## src/rtl/mit_pkg.sv

```systemverilog
package mit_pkg;
   localparam int unsigned ADDR_BITS = 3;
   localparam logic [ADDR_BITS-1:0] A_CNT_HI = 3'd0;
   localparam logic [ADDR_BITS-1:0] A_CNT_LO = 3'd1;
   localparam logic [ADDR_BITS-1:0] A_MOD_HI = 3'd2;
   localparam logic [ADDR_BITS-1:0] A_MOD_LO = 3'd3;
   localparam logic [ADDR_BITS-1:0] A_CTRL   = 3'd4;
   localparam int unsigned B_RESTART = 0;
   localparam int unsigned B_IRQ_EN  = 1;
   localparam int unsigned B_FLAG    = 7;
endpackage

```

## src/rtl/mit_counter.sv

```systemverilog
module mit_counter #(
   parameter int unsigned CNT_W = 16
) (
   input  logic             clk,
   input  logic             rst_n,
   input  logic             tick,
   input  logic             restart,
   input  logic [CNT_W-1:0] mod_val,
   output logic [CNT_W-1:0] cnt,
   output logic             wrap
);
   logic [CNT_W-1:0] cnt_q;
   logic             at_top;

   assign at_top = (cnt_q == mod_val);
   assign wrap   = tick && at_top && !restart;
   assign cnt    = cnt_q;

   always_ff @(posedge clk) begin
      if (!rst_n)         cnt_q <= '0;
      else if (restart)   cnt_q <= '0;
      else if (tick) begin
         if (at_top)      cnt_q <= '0;
         else             cnt_q <= cnt_q + CNT_W'(1);
      end
   end

   assert_hold_R1: assert property (@(posedge clk) disable iff (!rst_n)
      (!tick && !restart) |=> $stable(cnt_q));
   assert_step_R1: assert property (@(posedge clk) disable iff (!rst_n)
      (tick && !restart && cnt_q != mod_val) |=> cnt_q == $past(cnt_q) + CNT_W'(1));
   assert_wrap_zero_R2: assert property (@(posedge clk) disable iff (!rst_n)
      wrap |=> cnt_q == '0);
   assert_restart_R4: assert property (@(posedge clk) disable iff (!rst_n)
      restart |=> cnt_q == '0);
endmodule

```

## src/rtl/mit_read_latch.sv

```systemverilog
module mit_read_latch #(
   parameter int unsigned BUS_W = 8
) (
   input  logic             clk,
   input  logic             rst_n,
   input  logic             rd_hi,
   input  logic             rd_lo,
   input  logic [BUS_W-1:0] live_lo,
   output logic [BUS_W-1:0] lo_view
);
   logic             held_q;
   logic [BUS_W-1:0] hold_q;

   always_ff @(posedge clk) begin
      if (!rst_n) begin
         held_q <= 1'b0;
         hold_q <= '0;
      end else if (rd_lo) begin
         held_q <= 1'b0;
      end else if (rd_hi && !held_q) begin
         held_q <= 1'b1;
         hold_q <= live_lo;
      end
   end

   assign lo_view = held_q ? hold_q : live_lo;

   assert_no_refresh_R6: assert property (@(posedge clk) disable iff (!rst_n)
      (held_q && !rd_lo) |=> (held_q && $stable(hold_q)));
   assert_release_R7: assert property (@(posedge clk) disable iff (!rst_n)
      rd_lo |=> !held_q);
endmodule

```

## src/rtl/mit_status.sv

```systemverilog
module mit_status #(
   parameter bit CLR_AFTER_READ = 1'b1
) (
   input  logic clk,
   input  logic rst_n,
   input  logic wrap,
   input  logic mod_hi_wr,
   input  logic mod_lo_wr,
   input  logic ctrl_rd,
   input  logic ctrl_wr,
   input  logic wr_flag_bit,
   input  logic irq_en,
   output logic flag,
   output logic irq
);
   logic flag_q, pend_q, clr_ok;

   generate
      if (CLR_AFTER_READ) begin : g_armed_clear
         logic armed_q;
         always_ff @(posedge clk) begin
            if (!rst_n)                 armed_q <= 1'b0;
            else if (wrap && !pend_q)   armed_q <= 1'b0;
            else if (ctrl_rd)           armed_q <= flag_q;
            else if (ctrl_wr)           armed_q <= 1'b0;
         end
         assign clr_ok = ctrl_wr && !wr_flag_bit && armed_q;
      end else begin : g_plain_clear
         assign clr_ok = ctrl_wr && !wr_flag_bit;
      end
   endgenerate

   always_ff @(posedge clk) begin
      if (!rst_n) begin
         flag_q <= 1'b0;
         pend_q <= 1'b0;
      end else begin
         if (mod_lo_wr)       pend_q <= 1'b0;
         else if (mod_hi_wr)  pend_q <= 1'b1;
         if (wrap && !pend_q) flag_q <= 1'b1;
         else if (clr_ok)     flag_q <= 1'b0;
      end
   end

   assign flag = flag_q;
   assign irq  = flag_q && irq_en && !pend_q;

   assert_inhibit_flag_R8: assert property (@(posedge clk) disable iff (!rst_n)
      pend_q |=> !$rose(flag_q));
   assert_wrap_sets_R2: assert property (@(posedge clk) disable iff (!rst_n)
      (wrap && !pend_q) |=> flag_q);
   assert_clear_needs_write_R9: assert property (@(posedge clk) disable iff (!rst_n)
      (flag_q && !ctrl_wr) |=> flag_q);
endmodule

```

## src/rtl/mod_interval_timer.sv

```systemverilog
module mod_interval_timer
   import mit_pkg::*;
#(
   parameter int unsigned BUS_W          = 8,
   parameter int unsigned CNT_W          = 16,
   parameter bit          CLR_AFTER_READ = 1'b1
) (
   input  logic                 clk,
   input  logic                 rst_n,
   input  logic                 tick,
   input  logic [ADDR_BITS-1:0] bus_addr,
   input  logic                 bus_wr,
   input  logic                 bus_rd,
   input  logic [BUS_W-1:0]     bus_wdata,
   output logic [BUS_W-1:0]     bus_rdata,
   output logic                 irq
);
   localparam int unsigned HALF = CNT_W / 2;

   initial begin
      assert (CNT_W == 2 * BUS_W) else $error("counter must be two bus bytes");
      assert (BUS_W > B_FLAG) else $error("bus too narrow for control bits");
   end

   logic [CNT_W-1:0] mod_q, cnt;
   logic             ie_q, flag, wrap, restart;
   logic             wr_mhi, wr_mlo, wr_ctl, rd_chi, rd_clo, rd_ctl;
   logic [BUS_W-1:0] lo_view;

   assign wr_mhi  = bus_wr && bus_addr == A_MOD_HI;
   assign wr_mlo  = bus_wr && bus_addr == A_MOD_LO;
   assign wr_ctl  = bus_wr && bus_addr == A_CTRL;
   assign rd_chi  = bus_rd && bus_addr == A_CNT_HI;
   assign rd_clo  = bus_rd && bus_addr == A_CNT_LO;
   assign rd_ctl  = bus_rd && bus_addr == A_CTRL;
   assign restart = wr_ctl && bus_wdata[B_RESTART];

   always_ff @(posedge clk) begin
      if (!rst_n) begin
         mod_q <= '1;
         ie_q  <= 1'b0;
      end else begin
         if (wr_mhi) mod_q[CNT_W-1:HALF] <= bus_wdata;
         if (wr_mlo) mod_q[HALF-1:0]     <= bus_wdata;
         if (wr_ctl) ie_q                <= bus_wdata[B_IRQ_EN];
      end
   end

   mit_counter #(.CNT_W(CNT_W)) u_cnt (
      .clk(clk), .rst_n(rst_n), .tick(tick), .restart(restart),
      .mod_val(mod_q), .cnt(cnt), .wrap(wrap)
   );

   mit_read_latch #(.BUS_W(BUS_W)) u_latch (
      .clk(clk), .rst_n(rst_n), .rd_hi(rd_chi), .rd_lo(rd_clo),
      .live_lo(cnt[HALF-1:0]), .lo_view(lo_view)
   );

   mit_status #(.CLR_AFTER_READ(CLR_AFTER_READ)) u_stat (
      .clk(clk), .rst_n(rst_n), .wrap(wrap), .mod_hi_wr(wr_mhi),
      .mod_lo_wr(wr_mlo), .ctrl_rd(rd_ctl), .ctrl_wr(wr_ctl),
      .wr_flag_bit(bus_wdata[B_FLAG]), .irq_en(ie_q),
      .flag(flag), .irq(irq)
   );

   always_comb begin
      bus_rdata = '0;
      case (bus_addr)
         A_CNT_HI: bus_rdata = cnt[CNT_W-1:HALF];
         A_CNT_LO: bus_rdata = lo_view;
         A_MOD_HI: bus_rdata = mod_q[CNT_W-1:HALF];
         A_MOD_LO: bus_rdata = mod_q[HALF-1:0];
         A_CTRL: begin
            bus_rdata[B_FLAG]   = flag;
            bus_rdata[B_IRQ_EN] = ie_q;
         end
         default: bus_rdata = '0;
      endcase
   end

   assert_irq_gated_R10: assert property (@(posedge clk) disable iff (!rst_n)
      irq |-> (ie_q && flag));
   assert_ro_counter_R5: assert property (@(posedge clk) disable iff (!rst_n)
      (bus_wr && bus_addr <= A_CNT_LO && !tick) |=> $stable(cnt));
endmodule

```

## config.mk

```make
export PLATFORM = sky130hd
export DESIGN_NAME = mod_interval_timer
export DESIGN_NICKNAME = d
export VERILOG_FILES = /design/src/rtl/mit_pkg.sv /design/src/rtl/mit_counter.sv /design/src/rtl/mit_read_latch.sv /design/src/rtl/mit_status.sv /design/src/rtl/mod_interval_timer.sv
export SDC_FILE = /design/constraint.sdc
export NUM_CORES = 1
export LEC_CHECK = 0
export BUFFER_PORTS_ARGS = -buffer_cell sky130_fd_sc_hd__buf_4
export CAP_MARGIN = 20
export CORE_MARGIN = 4
export CORE_UTILIZATION = 58
export DETAILED_ROUTE_END_ITERATION = 8
export GPL_ROUTABILITY_DRIVEN = 0
export PLACE_DENSITY = 0.81
export REMOVE_ABC_BUFFERS = 1
export SLEW_MARGIN = 20
export SYNTH_ARGS = -nofsm -noshare
export SYNTH_HDL_FRONTEND = slang
export SYNTH_SLANG_ARGS = --single-unit
```

## constraint.sdc

```tcl
create_clock -name clk -period 2 [get_ports clk]
set_input_delay 0.1 -clock clk [delete_from_list [all_inputs] [get_ports clk]]
set_output_delay 0.1 -clock clk [all_outputs]
set_load 0.03 [all_outputs]
```

---- Yosys cells after proc, flatten, opt, wreduce, memory -nomap -nowiden ----
Index checks and enable logic that the tools add are counted.
W data, S select, Z words.
word-level totals
  flip-flop bits (word level) ............. 45
  input port bits ......................... 16
  output and inout port bits .............. 9
  word-level logic and storage cells ...... 54
operators by class
  add/sub/neg operators ................... 1
  eq/ne operators ......................... 5
  mux-type cells .......................... 10
  bitwise gates (word level) .............. 2
  reduce and logical (&&, ||, !) cells .... 27
operators by type and width
  operator                 count
  $pmux W5 S4              1
  $add A16 B1 Y16 const B  1
  $eq A16 B16 Y1           1
  $mux W16                 1
  $logic_and A1 B1 Y1      15
  $pmux W1 S5              2
  $mux W8                  1
  $reduce_or A2 Y1         4
  $eq A3 B2 Y1 const B     2
  $logic_not A1 Y1         4
  $mux W1                  4
  $pmux W1 S4              1
  $reduce_bool A2 Y1       2
  $eq A3 B1 Y1 const B     1
  $eq A3 B3 Y1 const B     1
  $logic_not A3 Y1         1
  $not A1 Y1               2
  $reduce_and A2 Y1        1

---- Logic depth before layout (Yosys ltp) ----
  word-level depth ........................ 7
  mapped depth ............................ 7
  depth with buffers taken out ............ 6

---- Modules after synthesis ----
A second synthesis with hierarchy kept.
unflattened totals
  cells, all modules ...................... 266
  area total of the unflattened synthesis .. 2,511.2 sq um
by module, submodules not included
  module              times used  cells an instance  area an instance (sq um)  sequential area each (sq um)
  mod_interval_timer  1           102                1,012.2                   340.3
  mit_counter         1           101                898.4                     320.3
  mit_read_latch      1           48                 466.7                     180.2
  mit_status          1           15                 133.9                     60.1

---- Worst setup path before layout ----
Ideal clock, no wire load.
  path type ............................... reg2out
  start point ............................. register u_latch.held_q
  end point ............................... output port bus_rdata[2]
  data arrival time ....................... 1.747 ns
  required time ........................... 1.900 ns
  setup slack ............................. 0.153 ns
  cell stages (with the launch flop) ...... 6
  buffers on the path ..................... 1
  cells stage by stage .................... dfxtp_1 -> clkbuf_1 -> mux2i_1 -> a21oi_1 -> nor2_1 -> a211oi_1
between the ends
  cells in the longest elaborated chain, start to end .. 2
ends and longest elaborated chain
  element                   line                      source
  start: declaration        mit_read_latch.sv:11      logic held_q;
  start signal: assignment  mit_read_latch.sv:16      held_q <= 1'b0;
  start signal: assignment  mit_read_latch.sv:19      held_q <= 1'b0;
  start signal: assignment  mit_read_latch.sv:21      held_q <= 1'b1;
  $mux W8                   mit_read_latch.sv:26      assign lo_view = held_q ? hold_q : live_lo;
  $pmux W5 S4               mod_interval_timer.sv:68  case (bus_addr)
  end: declaration          mod_interval_timer.sv:15  output logic [BUS_W-1:0] bus_rdata,
Every way passes these cells.

---- Worst setup path in the final report ----
  start point ............................. register u_latch.held_q
  end point ............................... output port bus_rdata[6]
Same word-level chain as after synthesis.

==> out/qor.txt <==
STATUS
-------------------------------------------------------------------------------------
Outcome ................................................................ finished, final reports clean

POWER AND IR DROP
-------------------------------------------------------------------------------------
Static Leakage .........................................................      1.06 nW
PD cells ...............................................................  688 mW/mm^2
Overall Power ..........................................................    0.00184 W
Maximum ir drop on the vdd rail ........................................   0.000631 V

JOB
-------------------------------------------------------------------------------------
Number of max-cap violations ...........................................            0

ROUTE
-------------------------------------------------------------------------------------
Final WL ...............................................................      5.43 mm
Number of iterations in the first detailed-routing pass ................            4
Antenna Nets Post-Route ................................................            0
Count of routing violations after the opening detailed-route iteration .          167
Total via count in the routed design ...................................        1,954
Wire length per cell after detailed routing ............................      15.8 um
Ratio of routed vias to standard cells .................................         5.68
Number of remaining DRC errors .........................................            0

CELLS AND AREA
-------------------------------------------------------------------------------------
Final core utilization .................................................        0.706
Count of nets after finishing ..........................................          312
Fillcell total .........................................................          323
ANT cells ..............................................................            0
P&R area growth vs syn .................................................        13.4%
Fraction of layout instances using a drive strength above 1 ............        0.162

LOGIC SYNTHESIS
-------------------------------------------------------------------------------------
Flip-flop and latch count after synthesis ..............................           45
Netlist Area Pre-Place ................................................. 0.00236 mm^2
Sequential share of the synthesized area ...............................        0.381
Number of library cell types mapped by synthesis .......................           40
Average instance area after synthesis ..................................    8.56 um^2
Synth Instances ........................................................          276
Count of yosys warnings during synthesis ...............................            0

PLACED DESIGN
-------------------------------------------------------------------------------------
Buffers on Ports .......................................................           24
Half-perimeter wire length after placement .............................      4.03 mm

WORST SETUP PATH
-------------------------------------------------------------------------------------
Endpoint of the worst-slack reg-to-reg timing path ..................... u_cnt.cnt[15]
Critical Path Sink Type ................................................ primary output
Cell count of the worst reg-to-reg path ................................            5
Logic depth of the worst path, buffers included ........................            4
Worst EP arrival .......................................................      1.83 ns
Buf/Inv on CP ..........................................................            1
Worst path slowest cell ................................................       mux4_2
Crit. Startpoint ....................................................... u_latch.held_q
Critical path startpoint category ......................................         flop
Required time at the worst-slack endpoint ..............................      1.90 ns
Worst path cell trace .................................................. mux2_1 > mux4_2 > nor2b_1 > buf_4
Critical path fanouts, max .............................................            6
Critical Setup Path Class ..............................................   reg -> out
Top cell family by delay on the critical path .......................... multiplexers
Reg-to-reg slack, setup ................................................      0.20 ns
Critical Path Max Stage Delay ..........................................      0.48 ns
Source of the worst register-to-register timing path ................... u_cnt.cnt[0]
Worst setup path endpoint .............................................. bus_rdata[6]

CTS
-------------------------------------------------------------------------------------
Total CTS buffers ......................................................            5
TritonCTS sink count ...................................................           45
CTS clock-pin slew for the worst setup and hold paths ..................      0.08 ns
CTS root buffer ........................................................     clkbuf_8
Clock latency reported for the late side of the worst-skew pair ........      0.30 ns
CTS tree ...............................................................         done
Total number of H-tree levels ..........................................            2
Number of buffers on the longest clock path ............................            2

FLOORPLAN
-------------------------------------------------------------------------------------
Number of primary I/O pins .............................................           25
Effective utilization at floorplan .....................................        0.622
Placeable Area ......................................................... 0.00380 mm^2
Number of cell rows ....................................................           22
DIE AREA ............................................................... 0.00516 mm^2
Height of the chip .....................................................      71.8 um
Die X ..................................................................      71.8 um

STA
-------------------------------------------------------------------------------------
FMAX ...................................................................      518 MHz
Slew Limit Fails .......................................................            0
Worst rel slew slack ...................................................        0.591
Total Neg Setup Slack ..................................................         0 ns
Unrepaired setup endpoints after global routing ........................           no
Transition time at the pin with the least slew margin ..................     0.611 ns
Min Clock Period, post-route ...........................................      1.93 ns
Share of the clock period used by the worst path after layout ..........        0.966
Number of hold-slack violations in the final timing report .............            0
Worst Skew .............................................................   0.00710 ns
Final-report setup violation count .....................................            0
Worst hold slack .......................................................    0.0124 ns

GLOBAL ROUTE
-------------------------------------------------------------------------------------
Largest net degree at the start of global routing ......................           31
Number of antenna violations at the first check in global routing ......            0
First-pass GRT wire length .............................................      8.99 mm
Total routing resource utilization after global routing ................        0.226
Vias in the first global route .........................................        1,854
Final global-route overflow total ......................................            0

WORST HOLD PATH
-------------------------------------------------------------------------------------
Min-Delay Path Class ...................................................    in -> reg

[report_power, final]
part	total, W	internal (W)	switching [W]
logic	0.000206	0.0000916	0.000114
registers	0.000935	0.000912	0.0000224
clock network	0.000703	0.000407	0.000296
[cell usage after synthesis, drive strengths merged]
| master | n | area [um^2] |
|---|---|---|
| nor4 | 5 | 46.3 |
| nand2 | 49 | 184 |
| ha | 1 | 12.5 |
| a32o | 1 | 10.0 |
| a21boi | 1 | 7.51 |
| clkbuf | 8 | 30.0 |
| dfxtp | 45 | 901 |
| xnor2 | 10 | 87.6 |
| nor2b | 14 | 87.6 |
| mux2 | 5 | 56.3 |
| nand3 | 19 | 95.1 |
| a31oi | 2 | 12.5 |
| nor3 | 4 | 25.0 |
| mux4 | 5 | 113 |
| or2 | 1 | 6.26 |
| nand2b | 1 | 6.26 |
| a31o | 1 | 8.76 |
| nor3b | 1 | 12.5 |
| mux2i | 15 | 150 |
| buf | 10 | 58.8 |
| o22ai | 1 | 6.26 |
| and2 | 1 | 6.26 |
| and3 | 2 | 12.5 |
| nor2 | 31 | 116 |
| o21ai | 3 | 15.0 |
| inv | 4 | 15.0 |
| or3 | 2 | 12.5 |
| a21oi | 6 | 30.0 |
| xor2 | 21 | 184 |
| a211oi | 1 | 7.51 |
| o311a | 1 | 10.0 |
| nand4 | 5 | 37.5 |
[through the flow]
stage / area (um^2) / instances / setup slack, ns
floorplan: 2270 / 258 / 0.295
global placement: 2560 / 336 / 0.300
detailed placement: 2560 / 336 / 0.224
CTS: 2680 / 344 / 0.0327
global route: 2680 / 344 / 0.0192
finish: 2680 / 344 / 0.0690
[logic make-up after synthesis]
group                      share of synthesized area
AOI/OAI and AO/OA                             0.0455
xor gates and xnor gates                       0.115
adders and majority gates                    0.00529
buffers and inverters                         0.0439
DFF                                            0.381
muxes                                          0.135
and+or+nand+nor                                0.274
[registers in the layout (all words and copies together) (netlist names)]
signal / cells
ie_q: 1
mod_q: 16
u_cnt.cnt: 16
u_latch.held_q: 1
u_latch.hold_q: 8
u_stat.flag: 1
u_stat.g_armed_clear.armed_q: 1
u_stat.pend_q: 1
[layer usage]
metal	part of all wire	GRT usage	up-vias	wire (um)
met5	0	0	-	0
met4	0.020	0.0877	0	107
met3	0.083	0.0491	9	451
met2	0.48	0.362	76	2610
met1	0.42	0.295	908	2270
li1	-	-	961	-
[cell type report]
| type | count | area (um^2) | share of cell area |
|---|---|---|---|
| clock buffers | 7 | 86.3 | 0.0322 |
| well taps | 48 | 60.1 | 0.0224 |
| flip-flops and latches | 45 | 905 | 0.338 |
| repair buffers | 30 | 225 | 0.0840 |
| clock inverters | 1 | 30.0 | 0.0112 |
| inverters | 4 | 15.0 | 0.00560 |
| multi-input cells | 209 | 1360 | 0.507 |
[timing repair]
action,in CTS,in global routing
hold buffers,0,0
endpoints found under the setup margin,5,2
gates resized for setup,1,1
endpoints found under the hold margin,0,0
buffers inserted,0,0
[cells in the final DEF (no fill, tap or decap), types with 2 or more instances in the layout]
cell type,n
mux2_1,4
nor2_1,31
nor2b_1,14
o21ai_0,2
nand2_1,49
xor2_1,21
a31oi_1,2
clkbuf_8,6
nor3_1,3
mux4_2,5
nor4_1,4
or3_1,2
xnor2_1,10
mux2i_1,15
a21oi_1,6
dfxtp_1,44
nand4_1,4
inv_1,4
nand3_1,19
and3_1,2
buf_4,30
[worst min-delay path by stage]
stage            startpoint         to  slack, ns  cells after the start
2_1_floorplan         rst_n   mod_q[0]       0.17                      1
3_3_place_gp   bus_wdata[5]   mod_q[5]       0.32                      3
3_5_place_dp   bus_wdata[5]  mod_q[13]       0.32                      3
4_1_cts        bus_wdata[5]  mod_q[13]      0.007                      3
5_1_grt        bus_wdata[6]  mod_q[14]       0.01                      3
6_report       bus_wdata[5]   mod_q[5]       0.01                      3
[worst register-to-register path, delay by kind of cell (launching register included)]
kind	cells	cell delay, ns
DFF	1	0.46
and+or+nand+nor	4	1.09
xor gates and xnor gates	1	0.15
Power figures use the tool's default switching activity.
